$ cat src/rtl/pcib_csr_pkg.sv
package pcib_csr_pkg;

   localparam int DATA_W = 64;
   localparam int HALF_W = DATA_W / 2;
   localparam int HF_BIT = 0;

   // 8-byte word indices of the decoded locations
   localparam int W_SINK0   = 'h000 >> 3;
   localparam int W_CLASS   = 'h008 >> 3;
   localparam int W_BUSNUM  = 'h058 >> 3;
   localparam int W_ARB     = 'h080 >> 3;
   localparam int W_STAT    = 'h108 >> 3;
   localparam int W_WIN0    = 'h200 >> 3;
   localparam int W_SINK1   = 'h300 >> 3;
   localparam int W_SINK2   = 'h308 >> 3;
   localparam int W_ERRCFG  = 'h680 >> 3;
   localparam int W_ERRSTAT = 'h688 >> 3;

   localparam logic [DATA_W-1:0] FUNC_CLASS_VAL = 64'h0000_0000_0600_0005;

   typedef enum logic [3:0] {
      CSR_NONE,
      CSR_CLASS,
      CSR_BUSNUM,
      CSR_ARB,
      CSR_STAT,
      CSR_WIN,
      CSR_ERRCFG,
      CSR_ERRSTAT,
      CSR_SINK
   } csr_kind_e;

   // Place write data into a register, one half or the whole word
   function automatic logic [DATA_W-1:0] merge_half(
      input logic [DATA_W-1:0] old_v,
      input logic [DATA_W-1:0] wd,
      input logic              size8,
      input logic              hi);
      if (size8)   return wd;
      else if (hi) return {wd[HALF_W-1:0], old_v[HALF_W-1:0]};
      else         return {old_v[DATA_W-1:HALF_W], wd[HALF_W-1:0]};
   endfunction

   // Shape a 64-bit value for return on the bus
   function automatic logic [DATA_W-1:0] shape_read(
      input logic [DATA_W-1:0] v,
      input logic              size8,
      input logic              hi);
      if (size8)   return v;
      else if (hi) return {{HALF_W{1'b0}}, v[DATA_W-1:HALF_W]};
      else         return {{HALF_W{1'b0}}, v[HALF_W-1:0]};
   endfunction

endpackage

$ cat src/rtl/pcib_csr_decode.sv
module pcib_csr_decode
   import pcib_csr_pkg::*;
#(
   parameter int WA_W  = 10,
   parameter int WIN_N = 10,
   parameter int IDX_W = 4
) (
   input  logic [WA_W-1:0]  word,
   output csr_kind_e        kind,
   output logic [IDX_W-1:0] idx,
   output logic             rd_hit,
   output logic             wr_hit
);

   localparam logic [WA_W-1:0] A_SINK0   = WA_W'(W_SINK0);
   localparam logic [WA_W-1:0] A_CLASS   = WA_W'(W_CLASS);
   localparam logic [WA_W-1:0] A_BUSNUM  = WA_W'(W_BUSNUM);
   localparam logic [WA_W-1:0] A_ARB     = WA_W'(W_ARB);
   localparam logic [WA_W-1:0] A_STAT    = WA_W'(W_STAT);
   localparam logic [WA_W-1:0] A_WIN0    = WA_W'(W_WIN0);
   localparam logic [WA_W-1:0] A_WINEND  = WA_W'(W_WIN0 + WIN_N);
   localparam logic [WA_W-1:0] A_SINK1   = WA_W'(W_SINK1);
   localparam logic [WA_W-1:0] A_SINK2   = WA_W'(W_SINK2);
   localparam logic [WA_W-1:0] A_ERRCFG  = WA_W'(W_ERRCFG);
   localparam logic [WA_W-1:0] A_ERRSTAT = WA_W'(W_ERRSTAT);

   logic [WA_W-1:0] win_off;
   assign win_off = word - A_WIN0;
   assign idx     = IDX_W'(win_off);

   always_comb begin
      if (word >= A_WIN0 && word < A_WINEND)               kind = CSR_WIN;
      else if (word == A_CLASS)                            kind = CSR_CLASS;
      else if (word == A_BUSNUM)                           kind = CSR_BUSNUM;
      else if (word == A_ARB)                              kind = CSR_ARB;
      else if (word == A_STAT)                             kind = CSR_STAT;
      else if (word == A_ERRCFG)                           kind = CSR_ERRCFG;
      else if (word == A_ERRSTAT)                          kind = CSR_ERRSTAT;
      else if (word == A_SINK0 || word == A_SINK1 ||
               word == A_SINK2)                            kind = CSR_SINK;
      else                                                 kind = CSR_NONE;
   end

   always_comb begin
      rd_hit = 1'b0;
      wr_hit = 1'b0;
      unique case (kind)
         CSR_CLASS, CSR_BUSNUM, CSR_ERRSTAT:     rd_hit = 1'b1;
         CSR_ARB, CSR_STAT, CSR_WIN, CSR_ERRCFG: begin
            rd_hit = 1'b1;
            wr_hit = 1'b1;
         end
         CSR_SINK:                               wr_hit = 1'b1;
         default: ;
      endcase
   end

endmodule

$ cat src/rtl/pcib_csr_store.sv
module pcib_csr_store
   import pcib_csr_pkg::*;
#(
   parameter int              WIN_N       = 10,
   parameter int              IDX_W       = 4,
   parameter int              BUSN_W      = 8,
   parameter logic [63:0]     IO_BASE_RST = 64'h1,
   parameter logic [63:0]     IO_MASK_RST = 64'hE000
) (
   input  logic              clk,
   input  logic              rst_n,
   input  logic              wr_en,
   input  csr_kind_e         kind,
   input  logic [IDX_W-1:0]  idx,
   input  logic [DATA_W-1:0] wdata,
   input  logic              size8,
   input  logic              hi,
   input  logic [BUSN_W-1:0] bus_num,
   output logic [DATA_W-1:0] rd_val,
   output logic              hf_en
);

   function automatic logic [DATA_W-1:0] win_init(input int i);
      case (i)
         0:       return 64'h0000_0000_F000_0001;
         1:       return 64'h0000_0000_F800_0000;
         2:       return 64'h0000_00F8_0000_0001;
         3:       return 64'h0000_00FF_8000_0000;
         4:       return 64'h0000_0000_F000_0001;
         5:       return 64'h0000_0000_F000_0000;
         6:       return 64'h0000_00F8_0000_0001;
         7:       return 64'h0000_00FC_0000_0000;
         8:       return IO_BASE_RST;
         9:       return IO_MASK_RST;
         default: return '0;
      endcase
   endfunction

   logic [DATA_W-1:0] arb_q, stat_q, ecfg_q;
   logic [DATA_W-1:0] win_q [WIN_N];

   always_ff @(posedge clk) begin
      if (!rst_n) begin
         arb_q  <= '0;
         stat_q <= '0;
         ecfg_q <= '0;
      end else if (wr_en) begin
         if (kind == CSR_ARB)    arb_q  <= merge_half(arb_q,  wdata, size8, hi);
         if (kind == CSR_STAT)   stat_q <= merge_half(stat_q, wdata, size8, hi);
         if (kind == CSR_ERRCFG) ecfg_q <= merge_half(ecfg_q, wdata, size8, hi);
      end
   end

   for (genvar g = 0; g < WIN_N; g++) begin : g_win
      always_ff @(posedge clk) begin
         if (!rst_n)
            win_q[g] <= win_init(g);
         else if (wr_en && kind == CSR_WIN && idx == IDX_W'(g))
            win_q[g] <= merge_half(win_q[g], wdata, size8, hi);
      end
   end

   logic [DATA_W-1:0] bus_word;
   assign bus_word = DATA_W'(bus_num) | (DATA_W'(bus_num) << BUSN_W);

   always_comb begin
      unique case (kind)
         CSR_CLASS:  rd_val = FUNC_CLASS_VAL;
         CSR_BUSNUM: rd_val = bus_word;
         CSR_ARB:    rd_val = arb_q;
         CSR_STAT:   rd_val = stat_q;
         CSR_ERRCFG: rd_val = ecfg_q;
         CSR_WIN:    rd_val = (int'(idx) < WIN_N) ? win_q[idx] : '0;
         default:    rd_val = '0;
      endcase
   end

   assign hf_en = stat_q[HF_BIT];

   assert_keep_upper_R2: assert property (@(posedge clk) disable iff (!rst_n)
      (wr_en && kind == CSR_ARB && !size8 && !hi)
      |=> arb_q[DATA_W-1:HALF_W] == $past(arb_q[DATA_W-1:HALF_W]));

   assert_keep_lower_R2: assert property (@(posedge clk) disable iff (!rst_n)
      (wr_en && kind == CSR_ERRCFG && !size8 && hi)
      |=> ecfg_q[HALF_W-1:0] == $past(ecfg_q[HALF_W-1:0]));

   assert_stat_hold_R8: assert property (@(posedge clk) disable iff (!rst_n)
      !(wr_en && kind == CSR_STAT) |=> $stable(stat_q));

endmodule

$ cat src/rtl/pcib_csr_resp.sv
module pcib_csr_resp
   import pcib_csr_pkg::*;
(
   input  logic              clk,
   input  logic              rst_n,
   input  logic              req_valid,
   input  logic              req_we,
   input  logic              size8,
   input  logic              hi,
   input  logic              rd_hit,
   input  logic              wr_hit,
   input  logic              hf_en,
   input  logic [DATA_W-1:0] rd_val,
   output logic              rsp_valid,
   output logic [DATA_W-1:0] rsp_rdata,
   output logic              rsp_err
);

   logic              miss;
   logic [DATA_W-1:0] miss_val;

   assign miss     = req_we ? !wr_hit : !rd_hit;
   assign miss_val = hf_en ? '0 : shape_read('1, size8, hi);

   always_ff @(posedge clk) begin
      if (!rst_n) begin
         rsp_valid <= 1'b0;
         rsp_rdata <= '0;
         rsp_err   <= 1'b0;
      end else begin
         rsp_valid <= req_valid;
         if (req_valid) begin
            rsp_err <= miss && hf_en;
            if (req_we)       rsp_rdata <= '0;
            else if (!miss)   rsp_rdata <= shape_read(rd_val, size8, hi);
            else              rsp_rdata <= miss_val;
         end
      end
   end

   assert_miss_hardfail_R7: assert property (@(posedge clk) disable iff (!rst_n)
      (req_valid && !req_we && !rd_hit && hf_en)
      |=> rsp_err && rsp_rdata == '0);

   assert_miss_soft_R7: assert property (@(posedge clk) disable iff (!rst_n)
      (req_valid && !req_we && !rd_hit && !hf_en && size8)
      |=> !rsp_err && rsp_rdata == '1);

   assert_err_needs_hf_R8: assert property (@(posedge clk) disable iff (!rst_n)
      rsp_err |-> $past(hf_en));

endmodule

$ cat src/rtl/pcib_csr_bank.sv
module pcib_csr_bank
   import pcib_csr_pkg::*;
#(
   parameter int          ADDR_W      = 13,
   parameter int          WIN_N       = 10,
   parameter int          BUSN_W      = 8,
   parameter logic [63:0] IO_BASE_RST = 64'h1,
   parameter logic [63:0] IO_MASK_RST = 64'hE000
) (
   input  logic              clk,
   input  logic              rst_n,
   input  logic [BUSN_W-1:0] bus_num,
   input  logic              req_valid,
   output logic              req_ready,
   input  logic              req_we,
   input  logic              req_size8,
   input  logic [ADDR_W-1:0] req_addr,
   input  logic [63:0]       req_wdata,
   output logic              rsp_valid,
   output logic [63:0]       rsp_rdata,
   output logic              rsp_err
);

   localparam int WA_W  = ADDR_W - 3;
   localparam int IDX_W = (WIN_N > 1) ? $clog2(WIN_N) : 1;

   if (ADDR_W < 12) begin : g_chk_addr
      $error("ADDR_W must reach offset 0x688");
   end
   if (WIN_N < 1 || WIN_N > 32) begin : g_chk_win
      $error("WIN_N must fit between 0x200 and 0x300");
   end
   if (BUSN_W < 1 || BUSN_W > 32) begin : g_chk_bus
      $error("BUSN_W must be 1 to 32");
   end

   logic              unused_lo;
   logic              hi;
   csr_kind_e         kind;
   logic [IDX_W-1:0]  idx;
   logic              rd_hit, wr_hit, hf_en;
   logic [DATA_W-1:0] rd_val;

   assign unused_lo = ^req_addr[1:0];
   assign hi        = req_addr[2];
   assign req_ready = 1'b1;

   pcib_csr_decode #(.WA_W(WA_W), .WIN_N(WIN_N), .IDX_W(IDX_W)) decode_i (
      .word   (req_addr[ADDR_W-1:3]),
      .kind   (kind),
      .idx    (idx),
      .rd_hit (rd_hit),
      .wr_hit (wr_hit)
   );

   pcib_csr_store #(
      .WIN_N(WIN_N), .IDX_W(IDX_W), .BUSN_W(BUSN_W),
      .IO_BASE_RST(IO_BASE_RST), .IO_MASK_RST(IO_MASK_RST)
   ) store_i (
      .clk     (clk),
      .rst_n   (rst_n),
      .wr_en   (req_valid && req_we && wr_hit),
      .kind    (kind),
      .idx     (idx),
      .wdata   (req_wdata),
      .size8   (req_size8),
      .hi      (hi),
      .bus_num (bus_num),
      .rd_val  (rd_val),
      .hf_en   (hf_en)
   );

   pcib_csr_resp resp_i (
      .clk       (clk),
      .rst_n     (rst_n),
      .req_valid (req_valid),
      .req_we    (req_we),
      .size8     (req_size8),
      .hi        (hi),
      .rd_hit    (rd_hit),
      .wr_hit    (wr_hit),
      .hf_en     (hf_en),
      .rd_val    (rd_val),
      .rsp_valid (rsp_valid),
      .rsp_rdata (rsp_rdata),
      .rsp_err   (rsp_err)
   );

   assert_rsp_follows_R9: assert property (@(posedge clk) disable iff (!rst_n)
      req_valid |=> rsp_valid);

   assert_rsp_quiet_R9: assert property (@(posedge clk) disable iff (!rst_n)
      !req_valid |=> !rsp_valid);

   assert_class_const_R3: assert property (@(posedge clk) disable iff (!rst_n)
      (req_valid && !req_we && req_size8 && kind == CSR_CLASS)
      |=> rsp_rdata == FUNC_CLASS_VAL && !rsp_err);

   assert_errstat_zero_R4: assert property (@(posedge clk) disable iff (!rst_n)
      (req_valid && !req_we && kind == CSR_ERRSTAT)
      |=> rsp_rdata == '0 && !rsp_err);

endmodule

$ cat config.mk
export PLATFORM = sky130hd
export DESIGN_NAME = pcib_csr_bank
export DESIGN_NICKNAME = d
export VERILOG_FILES = /design/src/rtl/pcib_csr_pkg.sv /design/src/rtl/pcib_csr_decode.sv /design/src/rtl/pcib_csr_store.sv /design/src/rtl/pcib_csr_resp.sv /design/src/rtl/pcib_csr_bank.sv
export SDC_FILE = /design/constraint.sdc
export NUM_CORES = 2
export LEC_CHECK = 0
export ABC_CLOCK_PERIOD_IN_PS = 7500
export BUFFER_PORTS_ARGS = -buffer_cell sky130_fd_sc_hd__buf_2
export CORE_AREA = 5 5 261 391
export DETAILED_ROUTE_END_ITERATION = 8
export DIE_AREA = 0 0 266 396
export SETUP_SLACK_MARGIN = 0.5
export SYNTH_ARGS = -nofsm -noshare
export SYNTH_HDL_FRONTEND = slang
export SYNTH_HIERARCHICAL = 1
export SYNTH_SLANG_ARGS = --single-unit
export TNS_END_PERCENT = 1
$ cat constraint.sdc
create_clock -name clk -period 7.5 [get_ports clk]
set_input_delay 0.375 -clock clk [delete_from_list [all_inputs] [get_ports clk]]
set_output_delay 0.375 -clock clk [all_outputs]
set_load 0.05 [all_outputs]
==> results.yml <==
outcome:
  status: "finished, violations left"
  violations: "capacitance limit"
global_route:
  grt_first_pass_wirelength_um: 195000
  grt_pass1_vias: 27652
  grt_use_met1: 0.317
  busiest_layer: "met2"
  grt_overflow: 0
  antenna_found_initial: 12
  grt_use_met3: 0.0423
  grt_util_all_layers: 0.251
  grt_max_degree: 119
  gr-usage-met2: 0.429
floorplanning:
  initial_core_util: 0.417
  coreArea_um2: 98100
  ioPinCount: 157
  placement_rows: 141
  fp.dieArea_um2: 105000
  die_h_um: 396
  die_x_um: 266
clock_tree:
  postCtsSetupBuffers: 0
  cts.htree.levels: 3
  cts_resized: 0
  cts.sinks: 898
  clock_path_buffers: 3
  cts_tree: "done"
  clk_pin_slew_ps: 60
  clock_latency_ps: 670
  cts_made_buffers: 89
  root_buffer: "clkbuf_16"
  postCtsHoldBufs: 0
worst_setup_path:
  worstPathRequired_ps: 7770
  rr_endpoint: "resp_i/rsp_rdata[44]$_SDFFE_PN0P_"
  cp.arrival_ps: 5210
  crit_path_start_kind: "input port"
  endpoint_kind: "register"
  crit_type: "input port to register"
  worst-path-max-fanout: 71
  crit_path_start: "req_addr[4]"
  r2r_cells: 5
  r2r_start: "store_i/win_q[7][44]$_SDFFCE_PN0P_"
  worst-r2r-setup-slack_ps: 5120
worst_hold_path:
  whs_endpoint: "store_i/ecfg_q[25]$_SDFFE_PN0P_"
  hp-class: "input port to register"
  min-delay-start: "req_wdata[25]"
  holdPathStages: 3
power:
  clockPowerShare: 0.420
  irDropWorstVdd_mv: 0.142
  p_sw_frac: 0.236
  p_int_uw: 8310
  p_seq_frac: 0.511
  combPwrFrac: 0.070
  powerDensity_nw_per_um2: 238
  power.leakage_uw: 0.0171
  p_sw_uw: 2570
sta:
  slew_headroom: 0.0128
  setup_tns_ps: 0
  max_clock_freq_mhz: 202
  worst-slew-pin-transition_ps: 1470
  clock_skew_ps: 27.7
  finalHoldViolations: 0
  period_needed_ps: 4940
  slew_violations: 0
  setup_viol: 0
  fin_crit_sh: 0.659
  rsz0062_at_grt: "no"
finish:
  layout.cells.non_filler: 4763
  utilization: 0.466
  nets: 3484
  area.growth.synth_to_final_pct: 11.7
  layout_commonest_cell: "edfxtp_1"
  drive_gt1_frac: 0.183
  most-common-layout-cells: "edfxtp_1, nor2_1, nand2_1, and2_1, dfxtp_1"
synthesis:
  async_flop_share: 0
  synth_enable_flop_cells: 640
  avgSynthCellArea_um2: 12.1
  ys_warn_count: 6
  synth_cells: 3398
  yosysSeqAreaShare: 0.595
  ys_ff_latch: 898
  postSynthNetCount: 3488
  syn-cell-area_um2: 40900
  synthFlopType: "edfxtp_1"
  yosysUniqueCellTypes: 77
detailed_routing:
  wire_per_inst_um: 28.8
  drt_wl_total_um: 137000
  drc_errors: 0
  vias: 28209
  drtIter0Drc: 2993
  antenna_left: 0
  dr.pass1.iters: 8
  viasPerCell: 5.92
place:
  place.gp.congestion: 0.834
  placed_cells: 4590
  hpwl_um: 84100
  io_buffers: 153
run:
  drv_cap: 1
-- power groups by stage --
stage          sequential, uW  clock (uW)  combinational [uW]
6_report                 5550        4570                 758
3_3_place_gp             5650           0                 750
4_1_cts                  5550        4630                 754
5_1_grt                  5570        4820                 792
3_5_place_dp             5660           0                 753
2_1_floorplan            5700           0                 427
-- critical path, cell delays in order --
cell      delay (ps)
buf_8            250
nor4_4           570
nand2_2          200
or4_4            520
o211ai_1         170
and3_1           290
nand3b_1         480
or4b_4           870
nor3_4           160
buf_4            390
nand2b_2         880
-- synth_stat cells, drive strengths merged, types with 20 or more instances --
library cell	count	area share
edfxtp	640	0.47
nand2	414	0.038
nor2	411	0.038
and2	298	0.046
dfxtp	258	0.13
clkbuf	234	0.022
mux2i	229	0.056
buf	100	0.015
o211a	97	0.024
a21boi	96	0.018
mux4	64	0.035
o22ai	64	0.0098
o21ai	63	0.0078
mux2	58	0.016
o211ai	49	0.010
a222oi	46	0.011
a22oi	46	0.0084
a211oi	33	0.0098
a221oi	32	0.011
nand2b	26	0.0042
a21oi	20	0.0024
-- cells by family after synthesis --
group,after synthesis,share of synthesized area
simple gates,1236,0.142
flops,898,0.595
compound gates,570,0.117
mux,351,0.107
buf+inv,341,0.0374
xor+xnor,1,0.000214
other cells,1,0.0000916
-- metrics by stage --
step	hold slack [ps]	setup slack, ps	instance area (um2)	total power (uW)
4_1_cts	64.5	2550	45700	10900
2_1_floorplan	433	2040	40900	6130
3_3_place_gp	440	1900	42800	6400
5_1_grt	104	2390	45700	11200
6_report	101	2560	45800	10900
3_5_place_dp	445	1860	42800	6410
-- layout make-up --
| type | instances | area, um2 |
|---|---|---|
| Multi-Input combinational cell | 2159 | 15300 |
| Inverter | 7 | 28.8 |
| Timing Repair Buffer | 239 | 1480 |
| Clock buffer | 121 | 2510 |
| Tap cell | 1287 | 1610 |
| Antenna cell | 8 | 20.0 |
| Fill cell | 8904 | 52300 |
| Sequential cell | 898 | 24400 |
| Clock inverter | 44 | 440 |
-- sequential cells by signal, summed over array words and instances (netlist names) --
register / flops
store_i/stat_q: 64
store_i/ecfg_q: 64
store_i/win_q: 640
resp_i/rsp_valid: 1
resp_i/rsp_rdata: 64
resp_i/rsp_err: 1
store_i/arb_q: 64
-- layer usage --
layer	up-vias	part of all wire
li1	12316	-
met1	14288	0.38
met4	2	0.046
met5	-	0.000088
met2	1316	0.49
met3	287	0.079
-- worst max path at each step --
stage	end	depth (start not counted)	slack, ps
2_1_floorplan	store_i/win_q[2][0]$_SDFFCE_PN1P_	10	2040
3_3_place_gp	store_i/win_q[0][8]$_SDFFCE_PN0P_	11	1900
3_5_place_dp	store_i/win_q[0][8]$_SDFFCE_PN0P_	11	1860
4_1_cts	store_i/win_q[0][30]$_SDFFCE_PN1P_	11	2550
5_1_grt	store_i/win_q[0][24]$_SDFFCE_PN0P_	11	2390
6_report	store_i/win_q[0][30]$_SDFFCE_PN1P_	11	2560
Power figures use the tool's default switching activity.
